===== src/rtl/idx_bus_pkg.sv =====
package idx_bus_pkg;
  typedef enum logic [3:0] {
    ST_IDLE,
    ST_IX_SETUP,
    ST_IX_STROBE,
    ST_IX_HOLD,
    ST_QUIET,
    ST_WD_SETUP,
    ST_WD_STROBE,
    ST_WD_HOLD,
    ST_RD_STROBE,
    ST_FINISH
  } ibus_state_e;

  typedef struct packed {
    logic is_write;
    logic is_cont;
  } ibus_kind_t;
endpackage


===== src/rtl/idx_bus_seq.sv =====
module idx_bus_seq
  import idx_bus_pkg::*;
#(
  parameter int IDX_W      = 8,
  parameter int DATA_W     = 16,
  parameter int STROBE_CYC = 2,
  parameter int GAP_CYC    = 2
) (
  input  logic              clk,
  input  logic              rst_n,
  input  logic              req_valid,
  input  logic              req_write,
  input  logic              req_cont,
  input  logic [IDX_W-1:0]  req_index,
  input  logic [DATA_W-1:0] req_wdata,
  input  logic [DATA_W-1:0] bus_din,
  output logic              req_ready,
  output logic              rsp_done,
  output logic [DATA_W-1:0] rsp_rdata,
  output ibus_state_e       state,
  output logic [IDX_W-1:0]  lat_index,
  output logic [DATA_W-1:0] lat_wdata
);
  localparam int LONGEST = (STROBE_CYC > GAP_CYC) ? STROBE_CYC : GAP_CYC;
  localparam int CNT_W   = $clog2(LONGEST + 1) + 1;

  ibus_state_e      nxt;
  logic [CNT_W-1:0] cnt, nxt_cnt;
  ibus_kind_t       kind;
  logic             take;

  function automatic logic [CNT_W-1:0] span(ibus_state_e s);
    case (s)
      ST_IX_STROBE, ST_WD_STROBE, ST_RD_STROBE: span = CNT_W'(STROBE_CYC - 1);
      ST_QUIET:                                 span = CNT_W'(GAP_CYC - 1);
      default:                                  span = '0;
    endcase
  endfunction

  assign take      = req_valid && (state == ST_IDLE);
  assign req_ready = (state == ST_IDLE);
  assign rsp_done  = (state == ST_FINISH);

  always_comb begin
    nxt     = state;
    nxt_cnt = (cnt == '0) ? '0 : cnt - 1'b1;
    case (state)
      ST_IDLE:      if (take) nxt = (req_cont && !req_write) ? ST_QUIET : ST_IX_SETUP;
      ST_IX_SETUP:  nxt = ST_IX_STROBE;
      ST_IX_STROBE: if (cnt == '0) nxt = ST_IX_HOLD;
      ST_IX_HOLD:   nxt = ST_QUIET;
      ST_QUIET:     if (cnt == '0) nxt = kind.is_write ? ST_WD_SETUP : ST_RD_STROBE;
      ST_WD_SETUP:  nxt = ST_WD_STROBE;
      ST_WD_STROBE: if (cnt == '0) nxt = ST_WD_HOLD;
      ST_WD_HOLD:   nxt = ST_FINISH;
      ST_RD_STROBE: if (cnt == '0) nxt = ST_FINISH;
      ST_FINISH:    nxt = ST_IDLE;
      default:      nxt = ST_IDLE;
    endcase
    if (nxt != state) nxt_cnt = span(nxt);
  end

  always_ff @(posedge clk or negedge rst_n) begin
    if (!rst_n) begin
      state     <= ST_IDLE;
      cnt       <= '0;
      kind      <= '0;
      lat_index <= '0;
      lat_wdata <= '0;
      rsp_rdata <= '0;
    end else begin
      state <= nxt;
      cnt   <= nxt_cnt;
      if (take) begin
        kind.is_write <= req_write;
        kind.is_cont  <= req_cont && !req_write;
        lat_index     <= req_index;
        lat_wdata     <= req_wdata;
      end
      if (state == ST_RD_STROBE && cnt == '0) rsp_rdata <= bus_din;
    end
  end

  assert_accept_drops_ready_R2: assert property (@(posedge clk) disable iff (!rst_n)
    (req_valid && req_ready) |=> !req_ready);
  assert_done_single_R9: assert property (@(posedge clk) disable iff (!rst_n)
    rsp_done |=> (!rsp_done && req_ready));
  assert_write_keeps_kind_R10: assert property (@(posedge clk) disable iff (!rst_n)
    (state == ST_QUIET && kind.is_write) |-> !kind.is_cont);
endmodule


===== src/rtl/idx_bus_pins.sv =====
module idx_bus_pins
  import idx_bus_pkg::*;
#(
  parameter int IDX_W  = 8,
  parameter int DATA_W = 16
) (
  input  logic              clk,
  input  logic              rst_n,
  input  ibus_state_e       state,
  input  logic [IDX_W-1:0]  lat_index,
  input  logic [DATA_W-1:0] lat_wdata,
  output logic              bus_cs_n,
  output logic              bus_cmd,
  output logic              bus_wr_n,
  output logic              bus_rd_n,
  output logic [DATA_W-1:0] bus_dout,
  output logic              bus_oe
);
  logic in_ix, in_wd;

  assign in_ix = (state == ST_IX_SETUP) || (state == ST_IX_STROBE) || (state == ST_IX_HOLD);
  assign in_wd = (state == ST_WD_SETUP) || (state == ST_WD_STROBE) || (state == ST_WD_HOLD);

  always_comb begin
    bus_cs_n = (state == ST_IDLE) || (state == ST_FINISH);
    bus_cmd  = !in_ix;
    bus_wr_n = !((state == ST_IX_STROBE) || (state == ST_WD_STROBE));
    bus_rd_n = (state != ST_RD_STROBE);
    bus_oe   = in_ix || in_wd;
    if (in_ix)      bus_dout = DATA_W'(lat_index);
    else if (in_wd) bus_dout = lat_wdata;
    else            bus_dout = '0;
  end

  assert_no_contention_R8: assert property (@(posedge clk) disable iff (!rst_n)
    !(bus_oe && !bus_rd_n));
  assert_oe_needs_cs_R8: assert property (@(posedge clk) disable iff (!rst_n)
    bus_oe |-> !bus_cs_n);
  assert_one_strobe_R6: assert property (@(posedge clk) disable iff (!rst_n)
    !(!bus_wr_n && !bus_rd_n));
  assert_hold_after_strobe_R3: assert property (@(posedge clk) disable iff (!rst_n)
    $rose(bus_wr_n) |-> (bus_oe && $stable(bus_dout) && $stable(bus_cmd)));
  assert_setup_before_strobe_R5: assert property (@(posedge clk) disable iff (!rst_n)
    $fell(bus_wr_n) |-> ($past(bus_oe) && $stable(bus_dout)));
endmodule


===== src/rtl/idx_bus_ctrl.sv =====
module idx_bus_ctrl
  import idx_bus_pkg::*;
#(
  parameter int IDX_W      = 8,
  parameter int DATA_W     = 16,
  parameter int STROBE_CYC = 2,
  parameter int GAP_CYC    = 2
) (
  input  logic              clk,
  input  logic              rst_n,
  input  logic              req_valid,
  output logic              req_ready,
  input  logic              req_write,
  input  logic              req_cont,
  input  logic [IDX_W-1:0]  req_index,
  input  logic [DATA_W-1:0] req_wdata,
  output logic              rsp_done,
  output logic [DATA_W-1:0] rsp_rdata,
  output logic              bus_cs_n,
  output logic              bus_cmd,
  output logic              bus_wr_n,
  output logic              bus_rd_n,
  output logic [DATA_W-1:0] bus_dout,
  output logic              bus_oe,
  input  logic [DATA_W-1:0] bus_din
);
  localparam int RUN_W = $clog2(GAP_CYC + 2) + 1;

  ibus_state_e       state;
  logic [IDX_W-1:0]  lat_index;
  logic [DATA_W-1:0] lat_wdata;

  idx_bus_seq #(.IDX_W(IDX_W), .DATA_W(DATA_W), .STROBE_CYC(STROBE_CYC), .GAP_CYC(GAP_CYC)) u_seq (
    .clk(clk), .rst_n(rst_n), .req_valid(req_valid), .req_write(req_write),
    .req_cont(req_cont), .req_index(req_index), .req_wdata(req_wdata),
    .bus_din(bus_din), .req_ready(req_ready), .rsp_done(rsp_done),
    .rsp_rdata(rsp_rdata), .state(state), .lat_index(lat_index), .lat_wdata(lat_wdata)
  );

  idx_bus_pins #(.IDX_W(IDX_W), .DATA_W(DATA_W)) u_pins (
    .clk(clk), .rst_n(rst_n), .state(state), .lat_index(lat_index),
    .lat_wdata(lat_wdata), .bus_cs_n(bus_cs_n), .bus_cmd(bus_cmd),
    .bus_wr_n(bus_wr_n), .bus_rd_n(bus_rd_n), .bus_dout(bus_dout), .bus_oe(bus_oe)
  );

  // Quiet-cycle run length, used to check the gap ahead of each data phase.
  logic [RUN_W-1:0] quiet_run;
  always_ff @(posedge clk or negedge rst_n) begin
    if (!rst_n) quiet_run <= '0;
    else if (bus_oe || !bus_wr_n || !bus_rd_n) quiet_run <= '0;
    else if (quiet_run != {RUN_W{1'b1}}) quiet_run <= quiet_run + 1'b1;
  end

  assert_gap_before_read_R4: assert property (@(posedge clk) disable iff (!rst_n)
    $fell(bus_rd_n) |-> (32'(quiet_run) >= GAP_CYC));
  assert_gap_before_wdata_R4: assert property (@(posedge clk) disable iff (!rst_n)
    ($rose(bus_oe) && bus_cmd) |-> (32'(quiet_run) >= GAP_CYC));
  assert_done_with_cs_R9: assert property (@(posedge clk) disable iff (!rst_n)
    $rose(bus_cs_n) |-> rsp_done);
endmodule


===== config.mk =====
export PLATFORM = sky130hd
export DESIGN_NAME = idx_bus_ctrl
export DESIGN_NICKNAME = d
export VERILOG_FILES = /design/src/rtl/idx_bus_pkg.sv /design/src/rtl/idx_bus_seq.sv /design/src/rtl/idx_bus_pins.sv /design/src/rtl/idx_bus_ctrl.sv
export SDC_FILE = /design/constraint.sdc
export NUM_CORES = 1
export LEC_CHECK = 0
export ABC_AREA = 1
export BUFFER_PORTS_ARGS = -buffer_cell sky130_fd_sc_hd__buf_2
export CORE_UTILIZATION = 38
export CTS_BUF_LIST = sky130_fd_sc_hd__clkbuf_8 sky130_fd_sc_hd__clkbuf_16
export CTS_CLUSTER_DIAMETER = 80
export CTS_CLUSTER_SIZE = 40
export DETAILED_ROUTE_END_ITERATION = 6
export GPL_TIMING_DRIVEN = 0
export HOLD_SLACK_MARGIN = 0.15
export MAX_ROUTING_LAYER = met4
export PLACE_DENSITY = 0.73
export SETUP_SLACK_MARGIN = 0.1
export SYNTH_ARGS = -nofsm -noshare
export SYNTH_HDL_FRONTEND = slang
export SYNTH_SLANG_ARGS = --single-unit

===== constraint.sdc =====
create_clock -name clk -period 2 [get_ports clk]
set_input_delay 0.4 -clock clk [delete_from_list [all_inputs] [get_ports clk]]
set_output_delay 0.4 -clock clk [all_outputs]
set_load 0.02 [all_outputs]

==> qor.yml <==
synth:
  synth_area_leaders: "dfrtp_1 (53%), nand2_1 (14%), mux2_4 (6.6%)"
  synth_cells: 255
  synth_top_area_cell: "dfrtp_1"
  synthAdderAreaFrac: 0
  yosys_warnings: 0
  ys_seq_area_frac: 0.530
  synth_compound_area_frac: 0.0370
  syn_nets: 300
  synth_top_area_frac: 0.530
  syn_area_per_cell_um2: 8.90
  synth_top_family_by_area: "simple AND/OR/NAND/NOR gates"
  syn_area_um2: 2270
  synthXorXnorAreaFrac: 0
  synth-seq-cells: 48
  yosysUniqueCellTypes: 24
  muxShareOfSynthArea: 0.0960
  yosys.area_share.simple: 0.270
power:
  clkPwrFrac: 0.110
  powerDensity_nw_per_um2: 1710
  internal-power_mw: 2.98
  combPwrFrac: 0.577
  swShare: 0.439
  seq_power_share: 0.313
  leakage_nw: 1.71
  power_switching_mw: 2.33
  peakVddDrop_v: 0.000831
setup_path:
  cp.required_ps: 1600
  path_cells: "inv_2 -> nand2_4 -> buf_8 -> buf_4 -> nand3_1 -> nand2_1 -> buf_4"
  startpoint: "u_seq.state[0]"
  crit_arrival_ps: 1470
  crit_type: "flip-flop to primary output"
  startpoint_type: "flip-flop"
  cp-end-kind: "primary output"
  reg2reg_from: "u_seq.state[3]"
  max_stage_delay_ps: 410
  path_max_fanout: 8
  cp_common_cell: "buf_4"
  cp_top_family: "buffers and inverters"
  crit_slowest_cell: "dfrtp_1"
  worst-path-buf-inv: 4
floorplanning:
  die_area_um2: 6280
  start_util: 0.402
  dieWidth_um: 79.3
  core_um2: 5640
  rows: 27
  io-pin-count: 84
  die_h_um: 79.3
detailed_routing:
  drtAntennaViolNets: 0
  wl_per_cell_um: 12.1
  drt_drc_violations_left: 0
  routed_wl_um: 5190
  drtIter0Drc: 115
  via_per_inst: 4.77
  met1_length_um: 2330
  top_layer_used: "met4"
  dr.pass1.iters: 4
  route.met3.wl_um: 346
  dr_total_vias: 2046
  route.met2.wl_um: 2420
job:
  cap_violations: 0
timing:
  finalSetupViolCount: 0
  hold_viol: 0
  timing.setup.tns_ps: 0
  clock.fmax_ghz: 0.535
  tightest_slew_ps: 1050
  finalCritPeriodShare: 0.934
  slew_viol_final: 0
  fin_crit_ps: 1870
  slew_headroom: 0.298
  rsz0062_at_grt: "true"
  finClkSkew_ps: 5.29
clock_tree:
  cts.reportedPaths.clkPinSlew_ps: 90
  tritoncts: "done"
  cts_buffer_depth: 2
  numCtsBuffers: 5
  htree_levels: 2
  clock_latency_ps: 300
  root_buffer: "clkbuf_8"
  cts.sinks: 48
finish:
  fill_cells: 522
  design_area_um2: 3110
  final_cell_mix: "nand2_1 (84), buf_2 (74), dfrtp_1 (47)"
  antennaDiodeCount: 0
  seqCellArea_um2: 1200
  mostFrequentLayoutCell: "nand2_1"
  fin_nets: 401
  drive_gt1_frac: 0.431
  area_growth_pct: 36.9
  multi_input_area_um2: 961
grt:
  grt_pass1_vias: 1929
  track_usage: 0.175
  grt_pass1_wl_um: 8270
  antenna_found_initial: 0
  grt_max_degree: 49
  gr-total-overflow: 0
placement:
  place_area_um2: 2770
  dp_hpwl_um: 3600
  portBuffers: 83
  gp_congestion: 0.864
outcome:
  outcome: "completed"
hold_path:
  hp-class: "input pin to asynchronous set/reset pin"
==> logic make-up after synthesis <==
logic type      count (synthesis)
simple gates                  142
mux                            16
buf+inv                        33
flops                          48
compound gates                 16
==> per-layer routing <==
| layer | vias to the layer above | global-route usage |
|---|---|---|
| met1 | 960 | 0.215 |
| met5 | - | - |
| met3 | 9 | 0.0402 |
| li1 | 1002 | - |
| met4 | 0 | 0.0618 |
| met2 | 75 | 0.284 |
==> power by group through the flow <==
| stage | combinational [mW] | sequential (mW) | clock (mW) |
|---|---|---|---|
| after floorplan | 1.61 | 1.87 | 0 |
| after global placement | 2.49 | 1.69 | 0 |
| after detailed placement | 2.53 | 1.69 | 0 |
| after CTS | 2.69 | 1.66 | 0.597 |
| after global routing | 3.33 | 1.72 | 0.631 |
| final | 3.06 | 1.66 | 0.582 |
==> metrics by stage <==
| step | power (mW) | util | hold WS [ps] | std cells | setup slack (ps) |
|---|---|---|---|---|---|
| 6_report | 5.31 | 0.550 | 274 | 429 | 133 |
| 4_1_cts | 4.95 | 0.519 | 287 | 422 | 78.3 |
| 5_1_grt | 5.68 | 0.550 | 292 | 429 | 75.9 |
| 2_1_floorplan | 3.47 | - | 104 | 255 | 325 |
| 3_3_place_gp | 4.18 | 0.492 | 455 | 410 | 97.9 |
| 3_5_place_dp | 4.23 | 0.492 | 460 | 410 | 95.0 |
==> cell usage after synthesis <==
| cell | instances |
|---|---|
| o21ai_1 | 1 |
| nand2_1 | 86 |
| a21oi_2 | 1 |
| nand4_2 | 1 |
| nor2_1 | 22 |
| nand2_2 | 3 |
| nand3b_1 | 1 |
| clkinv_1 | 1 |
| nand3_1 | 22 |
| nand2_4 | 1 |
| a21oi_1 | 5 |
| nor2_2 | 2 |
| nor2_4 | 2 |
| or2_2 | 1 |
| mux2_4 | 10 |
| nand4_1 | 1 |
| inv_1 | 17 |
| buf_2 | 7 |
| buf_12 | 1 |
| o21ai_0 | 9 |
| dfrtp_1 | 48 |
| buf_4 | 1 |
| inv_2 | 6 |
| mux2_2 | 6 |
==> layout make-up <==
cell class	count	share of cell area
plain buffers	9	0.0310
clock buffers	5	0.0222
clock inverters	3	0.00685
inverters	24	0.0298
multi-input cells	174	0.309
flip-flops and latches	48	0.387
well taps	72	0.0290
repair buffers	94	0.185
==> worst register-to-register path, delay by kind of cell, from the launching register on <==
| kind | cells | cell delay [ps] |
|---|---|---|
| buf+inv | 5 | 530 |
| simple gates | 7 | 680 |
| flops | 1 | 420 |
==> sequential cells by signal, summed over array words and instances, names as in the netlist <==
signal / count
u_seq.lat_wdata: 16
u_seq.rsp_rdata: 16
u_seq.state: 4
u_seq.kind: 1
u_seq.cnt: 3
u_seq.lat_index: 8
==> timing repair <==
item                                    4_1_cts  5_1_grt
gates cloned                                  0        2
resized for setup                            10       30
hold endpoints to repair                      0        0
pin swaps                                     0        2
setup buffers                                 4        5
hold buffers                                  0        0
endpoints found under the setup margin       17       18
==> final timing paths <==
kind | endpoint | slack, ps | cells after the start
worst max-delay path | bus_dout[3] | 130 | 7
worst min-delay path | u_seq.lat_wdata[11] | 270 | 1
worst max register to register | u_seq.cnt[0] | 330 | 12
worst min register to register | u_seq.lat_index[1] | 480 | 2
max in group asynchronous | u_seq.state[3] | 1000 | 1
min in group clk | u_seq.lat_index[5] | 290 | 3
(Power assumes the default switching activity.)
